<file path="src/rtl/obw_pkg.sv">
`timescale 1ns/1ps
package obw_pkg;

  localparam int OBW_MAX_WIN  = 8;
  localparam int OBW_DW       = 32;
  localparam int OBW_GRAN_W   = 12;                    // mask bits always zero
  localparam int OBW_MASKLO_W = OBW_DW - OBW_GRAN_W;   // stored low mask bits
  localparam int OBW_IDX_W    = $clog2(OBW_MAX_WIN);

  typedef enum logic [1:0] {
    TYP_CFG  = 2'd0,
    TYP_IO   = 2'd1,
    TYP_MEM  = 2'd2,
    TYP_RSVD = 2'd3
  } obwType_e;

  typedef enum logic [2:0] {
    FLD_CTRL,
    FLD_AXI,
    FLD_PLO,
    FLD_PHI,
    FLD_SZHI,
    FLD_NONE
  } obwField_e;

  // strobes from register decode to datapath
  typedef struct packed {
    logic [OBW_MAX_WIN-1:0] ctrlWe;
    logic [OBW_MAX_WIN-1:0] axiWe;
    logic [OBW_MAX_WIN-1:0] loWe;
    logic [OBW_MAX_WIN-1:0] hiWe;
    logic [OBW_MAX_WIN-1:0] szWe;
    obwField_e              rdField;
    logic [OBW_IDX_W-1:0]   rdWin;
  } obwStrobe_t;

  typedef struct packed {
    logic                    en;
    obwType_e                typ;
    logic [OBW_MASKLO_W-1:0] maskLo;
    logic [OBW_DW-3:0]       axiBase;   // word address
    logic [OBW_DW-1:0]       pcieLo;
    logic [OBW_DW-1:0]       pcieHi;
    logic [OBW_DW-1:0]       maskHi;
  } obwWin_t;

endpackage

</file>
<file path="src/rtl/obw_regctl.sv">
`timescale 1ns/1ps
module obw_regctl
  import obw_pkg::*;
#(
  parameter int NUM_WIN = OBW_MAX_WIN,
  parameter int REG_AW  = 9
) (
  input  logic              regWrEn,
  input  logic [REG_AW-1:0] regAddr,
  output obwStrobe_t        strb
);

  localparam int EXT_BIT   = REG_AW - 1;  // selects the mask-high region
  localparam int BLK_LSB   = 4;           // 16-byte window blocks
  localparam int BLK_W     = EXT_BIT - BLK_LSB;
  localparam int EIDX_W    = EXT_BIT - 2;

  logic [BLK_W-1:0]     blkIdx;
  logic [EIDX_W-1:0]    extIdx;
  logic [OBW_IDX_W-1:0] winSel;
  logic                 unusedLow;

  assign blkIdx    = regAddr[EXT_BIT-1:BLK_LSB];
  assign extIdx    = regAddr[EXT_BIT-1:2];
  assign unusedLow = ^regAddr[1:0];

  always_comb begin
    strb         = '0;
    strb.rdField = FLD_NONE;
    winSel       = '0;
    if (!regAddr[EXT_BIT]) begin
      if (int'(blkIdx) < NUM_WIN) begin
        winSel = blkIdx[OBW_IDX_W-1:0];
        unique case (regAddr[3:2])
          2'd0:    strb.rdField = FLD_CTRL;
          2'd1:    strb.rdField = FLD_AXI;
          2'd2:    strb.rdField = FLD_PLO;
          default: strb.rdField = FLD_PHI;
        endcase
      end
    end else if (int'(extIdx) < NUM_WIN) begin
      winSel       = extIdx[OBW_IDX_W-1:0];
      strb.rdField = FLD_SZHI;
    end
    strb.rdWin = winSel;
    unique case (strb.rdField)
      FLD_CTRL: strb.ctrlWe[winSel] = regWrEn;
      FLD_AXI:  strb.axiWe[winSel]  = regWrEn;
      FLD_PLO:  strb.loWe[winSel]   = regWrEn;
      FLD_PHI:  strb.hiWe[winSel]   = regWrEn;
      FLD_SZHI: strb.szWe[winSel]   = regWrEn;
      default:  ;
    endcase
  end

endmodule

</file>
<file path="src/rtl/obw_winmatch.sv">
`timescale 1ns/1ps
module obw_winmatch
  import obw_pkg::*;
(
  input  obwWin_t     win,
  input  logic [31:0] addr,
  output logic        hit,
  output logic [63:0] xlat
);

  logic [63:0] mask;
  logic [31:0] baseAddr;
  logic        typOk;

  assign mask     = {win.maskHi, win.maskLo, {OBW_GRAN_W{1'b0}}};
  assign baseAddr = {win.axiBase, 2'b00};
  assign typOk    = (win.typ != TYP_RSVD);
  assign hit      = win.en && typOk && (((addr ^ baseAddr) & mask[31:0]) == '0);
  assign xlat     = {win.pcieHi, win.pcieLo} | ({32'b0, addr} & ~mask);

endmodule

</file>
<file path="src/rtl/obw_datapath.sv">
`timescale 1ns/1ps
module obw_datapath
  import obw_pkg::*;
#(
  parameter int NUM_WIN = OBW_MAX_WIN,
  parameter int WIDX_W  = 3
) (
  input  logic              clk,
  input  logic              rstN,
  input  obwStrobe_t        strb,
  input  logic [31:0]       regWrData,
  output logic [31:0]       regRdData,
  input  logic [31:0]       lookupAddr,
  output logic              miss,
  output logic [WIDX_W-1:0] hitWin,
  output logic [63:0]       pcieAddr,
  output logic [1:0]        txnType,
  output logic [7:0]        cfgBus,
  output logic [4:0]        cfgDev,
  output logic [2:0]        cfgFunc
);

  obwWin_t           winQ [NUM_WIN];
  logic [NUM_WIN-1:0] hitVec;
  logic [63:0]        xlatVec [NUM_WIN];

  // ---------------- window storage and per-window match ----------------
  for (genvar w = 0; w < NUM_WIN; w++) begin : g_win
    always_ff @(posedge clk or negedge rstN) begin
      if (!rstN) begin
        winQ[w] <= '0;
      end else begin
        if (strb.ctrlWe[w]) begin
          winQ[w].en     <= regWrData[0];
          winQ[w].typ    <= obwType_e'(regWrData[2:1]);
          winQ[w].maskLo <= regWrData[31:OBW_GRAN_W];
        end
        if (strb.axiWe[w]) winQ[w].axiBase <= regWrData[31:2];
        if (strb.loWe[w])  winQ[w].pcieLo  <= regWrData;
        if (strb.hiWe[w])  winQ[w].pcieHi  <= regWrData;
        if (strb.szWe[w])  winQ[w].maskHi  <= regWrData;
      end
    end

    obw_winmatch u_match (
      .win  (winQ[w]),
      .addr (lookupAddr),
      .hit  (hitVec[w]),
      .xlat (xlatVec[w])
    );
  end

  // ---------------- lowest index wins ----------------
  logic [WIDX_W-1:0] selIdx;
  always_comb begin
    selIdx = '0;
    for (int w = NUM_WIN - 1; w >= 0; w--) begin
      if (hitVec[w]) selIdx = WIDX_W'(w);
    end
  end

  obwType_e selTyp;
  always_comb begin
    miss     = ~|hitVec;
    hitWin   = '0;
    pcieAddr = '0;
    selTyp   = TYP_CFG;
    if (!miss) begin
      hitWin   = selIdx;
      pcieAddr = xlatVec[selIdx];
      selTyp   = winQ[selIdx].typ;
    end
    txnType = selTyp;
    cfgBus  = '0;
    cfgDev  = '0;
    cfgFunc = '0;
    if (!miss && selTyp == TYP_CFG) begin
      cfgBus  = pcieAddr[31:24];
      cfgDev  = pcieAddr[23:19];
      cfgFunc = pcieAddr[18:16];
    end
  end

  // ---------------- register read mux ----------------
  obwWin_t rdWinSel;
  assign rdWinSel = winQ[strb.rdWin];

  always_comb begin
    unique case (strb.rdField)
      FLD_CTRL: regRdData = {rdWinSel.maskLo, {(OBW_GRAN_W-3){1'b0}},
                             rdWinSel.typ, rdWinSel.en};
      FLD_AXI:  regRdData = {rdWinSel.axiBase, 2'b00};
      FLD_PLO:  regRdData = rdWinSel.pcieLo;
      FLD_PHI:  regRdData = rdWinSel.pcieHi;
      FLD_SZHI: regRdData = rdWinSel.maskHi;
      default:  regRdData = '0;
    endcase
  end

endmodule

</file>
<file path="src/rtl/obw_top.sv">
`timescale 1ns/1ps
module obw_top
  import obw_pkg::*;
#(
  parameter int NUM_WIN = OBW_MAX_WIN,
  parameter int REG_AW  = 9,
  localparam int WIDX_W = (NUM_WIN > 1) ? $clog2(NUM_WIN) : 1
) (
  input  logic              clk,
  input  logic              rstN,
  input  logic              regWrEn,
  input  logic [REG_AW-1:0] regAddr,
  input  logic [31:0]       regWrData,
  output logic [31:0]       regRdData,
  input  logic [31:0]       lookupAddr,
  output logic              miss,
  output logic [WIDX_W-1:0] hitWin,
  output logic [63:0]       pcieAddr,
  output logic [1:0]        txnType,
  output logic [7:0]        cfgBus,
  output logic [4:0]        cfgDev,
  output logic [2:0]        cfgFunc
);

  obwStrobe_t strb;

  obw_regctl #(.NUM_WIN(NUM_WIN), .REG_AW(REG_AW)) u_ctl (
    .regWrEn (regWrEn),
    .regAddr (regAddr),
    .strb    (strb)
  );

  obw_datapath #(.NUM_WIN(NUM_WIN), .WIDX_W(WIDX_W)) u_dp (
    .clk        (clk),
    .rstN       (rstN),
    .strb       (strb),
    .regWrData  (regWrData),
    .regRdData  (regRdData),
    .lookupAddr (lookupAddr),
    .miss       (miss),
    .hitWin     (hitWin),
    .pcieAddr   (pcieAddr),
    .txnType    (txnType),
    .cfgBus     (cfgBus),
    .cfgDev     (cfgDev),
    .cfgFunc    (cfgFunc)
  );

endmodule

</file>
<file path="config.mk">
export PLATFORM = sky130hd
export DESIGN_NAME = obw_top
export DESIGN_NICKNAME = d
export VERILOG_FILES = /design/src/rtl/obw_pkg.sv /design/src/rtl/obw_regctl.sv /design/src/rtl/obw_winmatch.sv /design/src/rtl/obw_datapath.sv /design/src/rtl/obw_top.sv
export SDC_FILE = /design/constraint.sdc
export NUM_CORES = 2
export LEC_CHECK = 0
export ABC_AREA = 0
export BUFFER_PORTS_ARGS = -buffer_cell sky130_fd_sc_hd__buf_2
export CAP_MARGIN = 20
export CORE_MARGIN = 4
export CORE_UTILIZATION = 50
export DETAILED_ROUTE_END_ITERATION = 16
export HOLD_SLACK_MARGIN = 0.06
export MAX_ROUTING_LAYER = met4
export PLACE_DENSITY = 0.66
export SYNTH_ARGS = -nofsm -noshare
export SYNTH_HDL_FRONTEND = slang
export SYNTH_HIERARCHICAL = 1
export SYNTH_SLANG_ARGS = --single-unit
</file>
<file path="constraint.sdc">
create_clock -name clk -period 4.5 [get_ports clk]
set_input_delay 0.675 -clock clk [delete_from_list [all_inputs] [get_ports clk]]
set_output_delay 0.675 -clock clk [all_outputs]
set_load 0.03 [all_outputs]
</file>
# == Word-level counts from Yosys, hierarchy flattened ==
# Cells that the tools add are included.
# W data, S select, Z words.
# word_totals
reg_bits,1192
inputBits,76
# classes
order_cmp,6
reduce_logical,31
n_bitwise,43
n_eq_ne,14
muxes,38
# op_table
operator,n
$bmux W149 S3,2
$and A32 B64 Y64,8
$not A64 Y64,8
$or A64 B64 Y64,8
$mux W149,2
$mux W148,2
$and A32 B32 Y32,8
$logic_not A32 Y1,8
$xor A32 B32 Y32,8
$bmux W64 S3,1
$mux W64,3
$pmux W32 S5,1
$mux W8,6
$mux W3,15
$logic_and A1 B1 Y1,18
$ne A2 B2 Y1 const B,8
$and A8 B8 Y8,1
$ge A4 B4 Y1 const B,2
$not A3 Y4,2
$reduce_or A8 Y1,1
$eq A3 B2 Y1 const B,2
$lt A6 B4 Y1 const B,1
$pmux W2 S3,1
$mux W5,1
other kinds (13),15

# == Logic depth before layout (Yosys ltp) ==
# depth
depth_word,20
mapped_depth,12
depth_no_buf,9

# == Cells and area by module ==
# Netlist, hierarchy kept.
# modules_own_cells
mod,seq_area_each_um2,instances,cells_each,area_per_inst_um2
obw_datapath,29828.6,1,3791,57572.7
obw_winmatch,0.0,8,118,815.8
obw_regctl,0.0,1,89,509.2

# == Least setup slack after synthesis ==
# Ideal clock, no wire load.
# synth_timing
path_kind,input port to output port
start,input lookupAddr[18]
end,output cfgDev[1]
slack_ps,230
arrival_time_ps,3595
t_required_ps,3825
cell_stages,11
path_cell_list,xor2_1 -> a222oi_1 -> nand3_1 -> and4b_1 -> buf_6 -> nor2_1 -> a221oi_4 -> mux2i_1 -> o211ai_4 -> buf_4 -> a221oi_1
# synth_between
word_cells_on_any_way,53
classes_between,17 x mux; 17 x bitwise; 19 x reduce/logical
# synth_rtl
item,line_no,rtl
start: declaration,obw_top.sv:15,"input logic [31:0] lookupAddr,"
$xor A32 B32 Y32 (*),obw_winmatch.sv:18,assign hit = win.en && typOk && (((addr ^ baseAddr) & mask[31:0]) == '0);
$and A32 B32 Y32 (*),obw_winmatch.sv:18,
$logic_not A32 Y1 (*),obw_winmatch.sv:18,
$logic_and A1 B1 Y1 (*),obw_winmatch.sv:18,
via u_dp.hitVec[3],obw_datapath.sv:24,logic [NUM_WIN-1:0] hitVec;
$mux W3 (4 in series),obw_datapath.sv:58,if (hitVec[w]) selIdx = WIDX_W'(w);
$not A3 Y4 (implied by the code),"obw_datapath.sv:70, obw_datapath.sv:71",
$bmux W149 S3,obw_datapath.sv:71,selTyp = winQ[selIdx].typ;
$mux W148 (implied by the code) (2 in series),obw_datapath.sv:71,
$mux W2,obw_datapath.sv:68,if (!miss) begin
$logic_not A2 Y1,obw_datapath.sv:77,if (!miss && selTyp == TYP_CFG) begin
$logic_and A1 B1 Y1,obw_datapath.sv:77,
$mux W5 (*),obw_datapath.sv:77,
end: declaration,obw_top.sv:21,"output logic [4:0] cfgDev,"
# Mark *: on every way through the listed nets, which the timed path passes. The rest lies on a longest branch. The select of a mux whose other input is x is not followed.

# == Worst setup path after layout ==
# layout_timing
start,register u_dp/winQ[708] in the netlist's numbering
end,output pcieAddr[41]
# layout_between
elab_chain_len,13
word_cells_on_any_way,14
classes_between,8 x mux; 3 x bitwise; 3 x reduce/logical
# layout_rtl
item,line_no,rtl
start: declaration,obw_datapath.sv:23,obwWin_t winQ [NUM_WIN];
$xor A32 B32 Y32 (*),obw_winmatch.sv:18,
$and A32 B32 Y32 (*),obw_winmatch.sv:18,
$logic_not A32 Y1 (*),obw_winmatch.sv:18,
$logic_and A1 B1 Y1 (*),obw_winmatch.sv:18,
via u_dp.hitVec[3],obw_datapath.sv:24,
$mux W3 (4 in series),obw_datapath.sv:58,
$not A3 Y4 (implied by the code),obw_datapath.sv:70,pcieAddr = xlatVec[selIdx];
$bmux W64 S3,obw_datapath.sv:70,
$mux W64 (implied by the code) (2 in series),obw_datapath.sv:70,
$mux W64 (*),obw_datapath.sv:68,
end: declaration,obw_top.sv:18,"output logic [63:0] pcieAddr,"
# Marks and branches as above.

==> flow_summary_export.csv <==
group,metric,value,unit
synth,synth_mux_area_share,34.8,%
synth,syn_inst,4824,
die,rows,131,
synth,synth_edf_count,0,
sta,post-route-period-util,112,%
cts,cts_buffers,135,
sta,tns,-32.81,ns
global_route,grt_pass1_vias,45108,
synth,synth_fa_ha_area_share,0,%
sta,fin_skew,0,ns
layout,fin_area,0.0752,mm^2
layout,drive_gt1_share,53.9,%
drt,drc,0,
critical_path,cp_data_required_time,3.83,ns
sta,slew_headroom,27.5,%
drt,vias,44292,
layout,postLayoutCoreUtil,58.8,%
placed_design,portBuffers,191,
run_status,status,"finished, violations left",
global_route,grt_first_pass_wirelength,318,mm
sta,finalMaxSlewViolations,0,
cts,root_buffer,"clkbuf_16",
sta,worst_pin_slew,1.09,ns
critical_path,worstPathMaxFanout,7,
sta,fmax,199,MHz
die,core,0.128,mm^2
die,die-area,0.135,mm^2
die,initial_utilization,50.5,%
drt,routed_wl,220,mm
layout,reg_top3,"u_dp/winQ x1192",
sta,fin_crit,5.02,ns
synth,synth_simple_gate_area_share,2.96,%
cts,clock-sinks,1192,
pwr,ir_drop,431,uV
critical_path,crit_path_end_kind,"output pin",
run_status,violations,"setup timing",
global_route,antenna_found_initial,12,
synth,ys_ff_latch,1192,
layout,top_register,"u_dp/winQ",
pwr,p_per_area,378,mW/mm^2
synth,yosysSeqAreaShare,46.2,%
drt,vias_per_cell,6.50,
die,io_pins,194,
cts,insertion_delay,0.76,ns
drt,routedWlPerCell,32.2,um
placed_design,place_inst,6498,
synth,synth_top_family_by_area,"multiplexers",
synth,synth_most_common_cell,"mux2_2",
layout,area_growth,16.5,%
synth,synth_top_cell_by_area,"dfrtp_1",
drt,first_pass_iters,9,
min_path,min_path_type,"flip-flop to flip-flop",
placed_design,gp_congestion,0.960,
drt,drt.antenna.violating_nets,0,
placed_design,post-place-ws,-0.502,ns
cts,htreeDepth,4,
sta,rsz0062_at_grt,"yes",
synth,postSynthAreaPerCell,13.4,um^2
die,fp.dieH,367,um
synth,synthesis.nets,4900,
synth,synth_top_area_share,46.2,%
layout,fin_nets,5049,
die,fp.dieW,367,um
layout,finalNonFillerCells,6819,
synth,synth_cell_type_count,71,
synth,synth_flop_cell,"dfrtp_1",
placed_design,dp_hpwl,145,mm
flow_run,drv_cap,0,
cts,cts_tree,"yes",
layout,multi_input_area,0.0315,mm^2
synth,synth-compound-area-share,7.09,%
drt,drt_iter0_drc,5067,
synth,synth_area,0.0646,mm^2
synth,ys_warn_count,6,
sta,setup_violations,82,
pwr,leakagePower,0.0353,uW
cts,cts.clk_slew.worst_paths,0.06,ns
cts,cts.path.max_buffers,3,
global_route,track_usage,33.0,%
critical_path,crit_path_start_kind,"flip-flop",
synth,async_reset_ff_share,100,%
global_route,grt_max_degree,126,
placed_design,place_area,0.0687,mm^2
global_route,global_route.overflow_total,0,
sta,hold_violations,0,
layout,layout.area.seq,0.0298,mm^2
synth,synthTopCellsByCount,"mux2_2, dfrtp_1, mux4_2",
critical_path,critPathArrivalTime,4.34,ns
synth,synth.area.top_cells,"dfrtp_1, mux2_2, mux4_2",
critical_path,criticalPathCategory,"flip-flop to output pin",
sta,setup_ws,-0.518,ns
synth,synth_xor_area_share,2.17,%
layout,largest_reg_flops,1192,
layout,fillCellCount,10144,
## metrics by stage
stage	hold WS, ns	total power, uW
finish	0.501	28400
global route	0.509	29300
CTS	0.503	28400
detailed placement	0.490	16600
global placement	0.484	16500
floorplan	0.379	14700
## where the power goes
group          leakage [uW]  switching [uW]  total (uW)  internal [uW]
Clock               0.00227            4720       11400           6690
Sequential           0.0163             538       11900          11400
Combinational        0.0167            2700        5080           2380
Total                0.0353            7950       28400          20500
## per-layer routing
layer,track usage (%),up-vias,wire length (um)
met5,-,-,0
met4,13.3,0,10300
met3,6.12,548,17400
met2,51.5,2147,104000
met1,42.9,23661,88200
li1,-,17936,-
## placed cells by master (no fill, tap or decap), types with 13 or more instances in the layout
cell type and instances:
a21o_1 152, a21oi_1 20, a221oi_1 59, a221oi_2 18, a222oi_1 56, a22oi_1 53
a32oi_1 18, buf_12 95, buf_2 106, buf_4 410, buf_6 74, clkbuf_1 25
clkbuf_16 138, clkbuf_8 39, clkinv_2 17, dfrtp_1 1192, inv_1 164, mux2_2 1201
mux2_4 57, mux2i_1 156, mux4_2 298, nand2_1 38, nand2_4 15, nand3_1 13
nor2_1 52, nor2_4 31, o221ai_1 29, o221ai_2 20, o22ai_1 67, or2_2 108
or3_1 14, xnor2_1 71, xor2_1 88
## cells by family after synthesis
logic type	after synthesis
AOI/OAI and AO/OA	555
buffers and inverters	848
xor gates and xnor gates	160
muxes	1718
and+or+nand+nor	351
DFF	1192
## what timing repair did
| item | CTS | global route |
|---|---|---|
| resized for setup | 251 | 99 |
| hold endpoints to repair | 99 | 0 |
| hold buffers | 1 | 0 |
| cloned | 3 | 1 |
| buffers inserted | 48 | 24 |
| pin swaps | 81 | 39 |
| endpoints found under the setup margin | 83 | 84 |
## area by class of cell
type | count | share of cell area (%)
Inverter | 166 | 0.828
Antenna cell | 9 | 0.0299
Multi-Input combinational cell | 2784 | 41.8
Clock inverter | 44 | 0.737
Sequential cell | 1192 | 39.6
Tap cell | 1729 | 2.88
Clock buffer | 201 | 5.39
Timing Repair Buffer | 694 | 8.67
## critical path: stages, from the launching register on
cell and delay, ns:
dfrtp_1 0.40, xor2_1 0.15, a222oi_1 0.59, nand3_1 0.17
and4b_2 0.35, inv_2 0.05, a221oi_4 0.30, buf_6 0.19
buf_12 0.15, buf_12 0.15, buf_6 0.10, mux2_4 0.28
a222oi_1 0.27, o221ai_1 0.19, buf_4 0.20
## worst paths after layout
path,start,end,slack [ns],cells after the start
worst max-delay path,u_dp/winQ[708],pcieAddr[41],-0.52,14
min in group asynchronous,rstN,u_dp/winQ[56],0.57,2
worst min-delay path,u_dp/winQ[759],u_dp/winQ[759],0.50,1
max in group asynchronous,rstN,u_dp/winQ[996],2.75,3
worst min register to register,u_dp/winQ[759],u_dp/winQ[759],0.50,1
worst max register to register,u_dp/winQ[140],u_dp/winQ[140],3.59,2
No activity file was read; power rests on OpenSTA's default activity.
